==> src/rtl/pfd_pkg.sv <==
package pfd_pkg;

    // Encoding: bit 0 = reference pending, bit 1 = feedback pending
    typedef enum logic [1:0] {
        ST_IDLE = 2'b00,
        ST_UP   = 2'b01,
        ST_DN   = 2'b10,
        ST_CLR  = 2'b11
    } pfd_state_e;

endpackage

==> src/rtl/pfd_fsm.sv <==
module pfd_fsm
    import pfd_pkg::*;
(
    input  logic       clk,
    input  logic       rst_n,
    input  logic       ref_stb,
    input  logic       fb_stb,
    output pfd_state_e state_q
);

    pfd_state_e state_d;

    always_ff @(posedge clk or negedge rst_n) begin
        if (!rst_n) state_q <= ST_IDLE;
        else        state_q <= state_d;
    end

    always_comb begin
        state_d = state_q;
        unique case (state_q)
            ST_IDLE, ST_CLR: begin
                // CLR accepts new strobes just like IDLE
                if (ref_stb && fb_stb) state_d = ST_CLR;
                else if (ref_stb)      state_d = ST_UP;
                else if (fb_stb)       state_d = ST_DN;
                else                   state_d = ST_IDLE;
            end
            ST_UP:   if (fb_stb)  state_d = ST_CLR;
            ST_DN:   if (ref_stb) state_d = ST_CLR;
            default: state_d = ST_IDLE;
        endcase
    end

endmodule

==> src/rtl/pfd_out_enc.sv <==
module pfd_out_enc
    import pfd_pkg::*;
(
    input  pfd_state_e state,
    output logic       err_drive,
    output logic       err_oe,
    output logic       pump_up_n,
    output logic       pump_dn_n
);

    always_comb begin
        err_drive = 1'b0;
        err_oe    = 1'b0;
        pump_up_n = 1'b1;
        pump_dn_n = 1'b1;
        unique case (state)
            ST_IDLE: ;
            ST_UP: begin
                err_drive = 1'b1;
                err_oe    = 1'b1;
                pump_up_n = 1'b0;
            end
            ST_DN: begin
                err_oe    = 1'b1;
                pump_dn_n = 1'b0;
            end
            ST_CLR: begin
                pump_up_n = 1'b0;
                pump_dn_n = 1'b0;
            end
            default: ;
        endcase
    end

endmodule

==> src/rtl/pfd_lock_mon.sv <==
module pfd_lock_mon
    import pfd_pkg::*;
#(
    parameter int LOCK_W = 8
) (
    input  logic              clk,
    input  logic              rst_n,
    input  pfd_state_e        state,
    input  logic [LOCK_W-1:0] lock_thresh,
    output logic              locked
);

    localparam logic [LOCK_W-1:0] CNT_MAX = {LOCK_W{1'b1}};

    logic              one_sided;
    logic              held_q;
    logic              wide_now;
    logic              wide_q;
    logic [LOCK_W-1:0] good_q;

    assign one_sided = (state == ST_UP) || (state == ST_DN);
    assign wide_now  = one_sided && held_q;

    always_ff @(posedge clk or negedge rst_n) begin
        if (!rst_n) begin
            held_q <= 1'b0;
            wide_q <= 1'b0;
            good_q <= '0;
        end else begin
            held_q <= one_sided;
            if (wide_now) begin
                wide_q <= 1'b1;
                good_q <= '0;
            end else if (state == ST_CLR) begin
                wide_q <= 1'b0;
                if (!wide_q && good_q != CNT_MAX) good_q <= good_q + 1'b1;
            end
        end
    end

    assign locked = (good_q != '0) && (good_q >= lock_thresh);

endmodule

==> src/rtl/pfd_tristate.sv <==
module pfd_tristate
    import pfd_pkg::*;
#(
    parameter int LOCK_W = 8
) (
    input  logic              clk,
    input  logic              rst_n,
    input  logic              ref_stb,
    input  logic              fb_stb,
    input  logic [LOCK_W-1:0] lock_thresh,
    output logic              err_drive,
    output logic              err_oe,
    output logic              pump_up_n,
    output logic              pump_dn_n,
    output logic              locked
);

    pfd_state_e state;

    pfd_fsm u_fsm (
        .clk     (clk),
        .rst_n   (rst_n),
        .ref_stb (ref_stb),
        .fb_stb  (fb_stb),
        .state_q (state)
    );

    pfd_out_enc u_enc (
        .state     (state),
        .err_drive (err_drive),
        .err_oe    (err_oe),
        .pump_up_n (pump_up_n),
        .pump_dn_n (pump_dn_n)
    );

    pfd_lock_mon #(.LOCK_W(LOCK_W)) u_lock (
        .clk         (clk),
        .rst_n       (rst_n),
        .state       (state),
        .lock_thresh (lock_thresh),
        .locked      (locked)
    );

endmodule

==> config.mk <==
export PLATFORM = sky130hd
export DESIGN_NAME = pfd_tristate
export DESIGN_NICKNAME = d
export VERILOG_FILES = /design/src/rtl/pfd_pkg.sv /design/src/rtl/pfd_fsm.sv /design/src/rtl/pfd_out_enc.sv /design/src/rtl/pfd_lock_mon.sv /design/src/rtl/pfd_tristate.sv
export SDC_FILE = /design/constraint.sdc
export NUM_CORES = 1
export LEC_CHECK = 0
export BUFFER_PORTS_ARGS = -buffer_cell sky130_fd_sc_hd__buf_4
export CORE_MARGIN = 3
export CORE_UTILIZATION = 35
export DETAILED_ROUTE_END_ITERATION = 10
export GPL_TIMING_DRIVEN = 0
export PLACE_DENSITY = 0.59
export SETUP_SLACK_MARGIN = 0.15
export SLEW_MARGIN = 25
export SYNTH_ARGS = -nofsm -noshare
export SYNTH_HDL_FRONTEND = slang
export SYNTH_SLANG_ARGS = --single-unit
==> constraint.sdc <==
create_clock -name clk -period 1.4 [get_ports clk]
set_input_delay 0.21 -clock clk [delete_from_list [all_inputs] [get_ports clk]]
set_output_delay 0.21 -clock clk [all_outputs]
set_load 0.02 [all_outputs]
* After elaboration in Yosys (flattened, before gate mapping) *
Cells that the tools add are included.

operators by class
  add/sub/neg operators = 1
  order comparisons = 1
  equal/unequal tests = 6
  muxes and demuxes = 15
  reductions and logical operators = 16

operator list
  operator                                              count
  2-to-1 mux 8 bit                                      3
  2-to-1 mux 2 bit                                      5
  adder 8 x 1 -> 8 bit (second input constant)          1
  >= comparator 8 bit                                   1
  inequality test 8 bit (second input constant)         1
  nonzero test 8 bit                                    1
  OR reduction 2 bit                                    4
  2-to-1 mux 1 bit                                      6
  case mux 2 bit (3 select lines)                       1
  equality test 2 bit (second input constant)           2
  logical AND 1 bit                                     4
  inequality test 2 bit (second input constant)         2
  AND reduction 2 bit                                   2
  nonzero test 2 bit                                    2
  equality test 2 x 1 -> 1 bit (second input constant)  1
  zero test 2 bit                                       1
  zero test 1 bit                                       1
  logical OR 1 bit                                      1

word-level totals
  bits in registers = 12
  input port bits = 12
  output and inout port bits = 5
  word-level logic and storage cells = 43

* Logic depth before layout (Yosys ltp) *
  depth after elaboration = 5
  depth in mapped cells = 6

* By module *
A second synthesis with hierarchy kept.

unflattened totals
  cell total of the unflattened synthesis = 106
  area total of the unflattened synthesis = 959.7 sq um

modules (own cells, without submodules)
  module        times used  cells each  area an instance (sq um)  sequential area each (sq um)
  pfd_lock_mon  1           83          752.0                     250.2
  pfd_fsm       1           14          138.9                     50.0
  pfd_out_enc   1           9           68.8                      0.0

* Worst setup path before layout *
OpenSTA, ideal clock, no wires.

  path type = flip-flop to output port
  start = reg u_lock.good_q[3]
  end = out locked
  arrival time = 1.492 ns
  data required time = 1.190 ns
  slack = -0.302 ns
  cell stages (with the launch flop) = 5
  path buffers = 0
  path through = dfrtp_1 > ha_1 > o21ai_0 > a221o_1 > a21oi_1

between the ends
  cells in the longest elaborated chain, start to end = 2

ends and longest elaborated chain
  item                                                       RTL line            source
  start, declared                                            pfd_lock_mon.sv:19  logic [LOCK_W-1:0] good_q;
  start signal, assigned                                     pfd_lock_mon.sv:36  if (!wide_q && good_q != CNT_MAX) good_q <= good_q + 1'b1;
  >= comparator 8 bit or nonzero test 8 bit (tied branches)  pfd_lock_mon.sv:41  assign locked = (good_q != '0) && (good_q >= lock_thresh);
  logical AND 1 bit *                                        pfd_lock_mon.sv:41
  end, declared                                              pfd_tristate.sv:15  output logic locked

Every way passes the cells marked *; elsewhere a longest branch is shown, timed or not.

* Worst setup path in the final report *
Ends and elaborated chain as after synthesis.

==> impl_metrics.tcl <==
set metrics [dict create \
    outcome "complete, but fails checks" \
    violations "negative setup slack" \
    p_clk_frac 0.097 \
    h-tree-depth 1 \
    async_reset_ff_frac 1.00 \
    power_switching_mw 1.13 \
    min_path_type "in -> reg" \
    crit_end "locked" \
    cap_violations 0 \
    drive_gt1_frac 0.628 \
    ff2ff_setup_slack_ns -0.18 \
    synth_edf_count 0 \
    cts_buffers 3 \
    clockRootBuffer "clkbuf_4" \
    power_mw 2.79 \
    yosysTopAreaCell "dfrtp_1" \
    area_growth_syn_to_layout_pct 76.7 \
    worstPathMaxFanout 2 \
    yosysTopAreaCellShare 0.335 \
    final.setup_skew_ns 0.000383 \
    required_ns 1.19 \
    endpoint_kind "output pin" \
    syn_inst 97 \
    layout.nets 171 \
    combPwrFrac 0.698 \
    whs_ns 0.251 \
    worstRegToRegCells 8 \
    viasPerCell 5.28 \
    detail-route-antenna-nets 0 \
    finalWirelength_um 2700 \
    synthTopCellsByCount "15 x inv_1, 13 x ha_1, 12 x dfrtp_1" \
    die_y_um 56.6 \
    finalCriticalPeriod_ns 1.86 \
    pwr-share-seq 0.205 \
    cts_tree "done" \
    reg2reg_from "u_lock.good_q[0]$_DFFE_PN0P_" \
    drt-pass1-iter-count 4 \
    grt_usage 0.161 \
    pre_cts_ws_ns -0.270 \
    leakagePower_nw 0.741 \
    fin_ws_ns -0.456 \
    worst_pin_slew_ns 0.312 \
    hold_path_startpoint "fb_stb" \
    num_antenna_cells 0 \
    power_density_mw_per_mm2 1760 \
    clockBufferDepth 2 \
    rows 17 \
    die_area_mm2 0.00321 \
    r2r-end "u_lock.good_q[1]$_DFFE_PN0P_" \
    routedWlPerCell_um 15.6 \
    internal-power_mw 1.66 \
    vias 913 \
    synth_area_leaders "dfrtp_1 33%, ha_1 18%, inv_1 6.3%" \
    grt_pass1_vias 934 \
    critPathLaunchType "flip-flop" \
    final_core_util 0.684 \
    hold_viol 0 \
    ys_seq_area_frac 0.335 \
    crit_type "reg -> out" \
    fin_setup_tns_ns -1.70 \
    start_util 0.387 \
    slew_headroom 0.790 \
    min_period_over_period 1.33 \
    synth_area_per_cell_um2 9.25 \
    gp_congestion 0.744 \
    yosysWarnings 0 \
    dp.final_hpwl_um 1410 \
    grt_max_degree 13 \
    arrival_ns 1.65 \
    overflow 0 \
    synth_most_common_cell "inv_1" \
    synth_cell_types 32 \
    grt_pass1_wl_um 4030 \
    fmax_ghz 0.539 \
    port_buffers 16 \
    ir_worst_vdd_v 0.00137 \
    syn_nets 122 \
    cp-startpoint "u_lock.good_q[3]$_DFFE_PN0P_" \
    rsz0062_at_grt "yes" \
    clk_latency_ns 0.27 \
    setup_violations 12 \
    antenna_found_initial 0 \
    core-area_mm2 0.00232 \
    finalMaxSlewViolations 0 \
    switching_share 0.405 \
    ys_seq_elements 12 \
    ioPinCount 17 \
    syn_area_um2 897 \
    numClockSinks 12 \
    initialDrtViolationCount 13 \
    dieWidth_um 56.6 \
    drc 0 \
    clk_pin_slew_ns 0.07 \
    synth-main-ff-cell "dfrtp_1" \
]
## placed cells by master (no fill, tap or decap), types with 3 or more instances in the layout
cell type | synthesis | layout
dfrtp_2 | 0 | 5
nor2b_4 | 1 | 4
ha_4 | 0 | 8
dfrtp_1 | 12 | 7
ha_1 | 13 | 5
buf_6 | 1 | 14
nor3_1 | 5 | 3
nor2_4 | 0 | 3
clkbuf_4 | 0 | 3
buf_4 | 0 | 30
nor2_1 | 11 | 5
a21oi_1 | 6 | 3
inv_1 | 15 | 11
nor2_2 | 0 | 3
## worst max-delay path, stage by stage (launching register included)
cell	delay (ns)
dfrtp_2	0.45
ha_4	0.27
o21ai_2	0.04
a221o_1	0.36
a21oi_4	0.13
buf_6	0.12
## routing by layer
| layer | global-route usage | vias up | part of all wire |
|---|---|---|---|
| li1 | - | 433 | - |
| met4 | 0.0508 | 0 | 0.019 |
| met2 | 0.292 | 20 | 0.56 |
| met3 | 0.0460 | 6 | 0.037 |
| met1 | 0.177 | 454 | 0.39 |
| met5 | 0 | - | 0 |
## registers in the layout, indices dropped and copies added (netlist names)
register	count
u_lock.wide_q	1
u_fsm.state_q	2
u_lock.good_q	8
u_lock.held_q	1
## stage by stage
stage	cells	instance area, µm²
final	173	1590
after global routing	173	1590
after CTS	166	1450
after detailed placement	141	1080
after global placement	141	1080
after floorplan	97	930
## power by group through the flow
stage          Clock (mW)  Sequential [mW]  Combinational [mW]
6_report            0.271            0.573                1.95
5_1_grt             0.293            0.578                2.10
4_1_cts             0.280            0.560                1.66
3_5_place_dp            0            0.591               0.966
3_3_place_gp            0            0.585               0.941
2_1_floorplan           0            0.561               0.703
## how the worst min path moves through the flow
stage | end | slack, ns | cells after the start
final | u_fsm.state_q[1]$_DFFE_PN0P_ | 0.25 | 3
after global routing | u_fsm.state_q[0]$_DFFE_PN0P_ | 0.26 | 3
after CTS | u_fsm.state_q[0]$_DFFE_PN0P_ | 0.22 | 3
after detailed placement | u_lock.good_q[5]$_DFFE_PN0P_ | 0.06 | 1
after global placement | u_lock.good_q[5]$_DFFE_PN0P_ | 0.06 | 1
after floorplan | u_fsm.state_q[0]$_DFFE_PN0P_ | -0.09 | 0
## final cells by class
class,count,area (µm²)
Timing Repair Buffer,44,382
Inverter,15,61.3
Buffer,1,11.3
Clock buffer,4,36.3
Multi-Input combinational cell,69,753
Sequential cell,12,307
Fill cell,172,733
Tap cell,28,35.0
## timing repair
action                     in CTS  in global routing
setup endpoints to repair      14                 16
gates resized for setup        42                 19
pin swaps                      18                 16
hold buffers                    1                  0
cloned                          1                  0
hold endpoints to repair       12                  0
setup buffers                  19                  7
## cells by family after synthesis
| logic type | Yosys count | share of synthesized area |
|---|---|---|
| AO/OA/AOI/OAI | 20 | 0.153 |
| XOR/XNOR | 3 | 0.0293 |
| adder cells (fa/ha/maj) | 13 | 0.181 |
| buffers and inverters | 16 | 0.0753 |
| flip-flops | 12 | 0.335 |
| multiplexers | 1 | 0.0112 |
| AND/OR/NAND/NOR | 32 | 0.215 |
No activity file was read; power rests on OpenSTA's default activity.
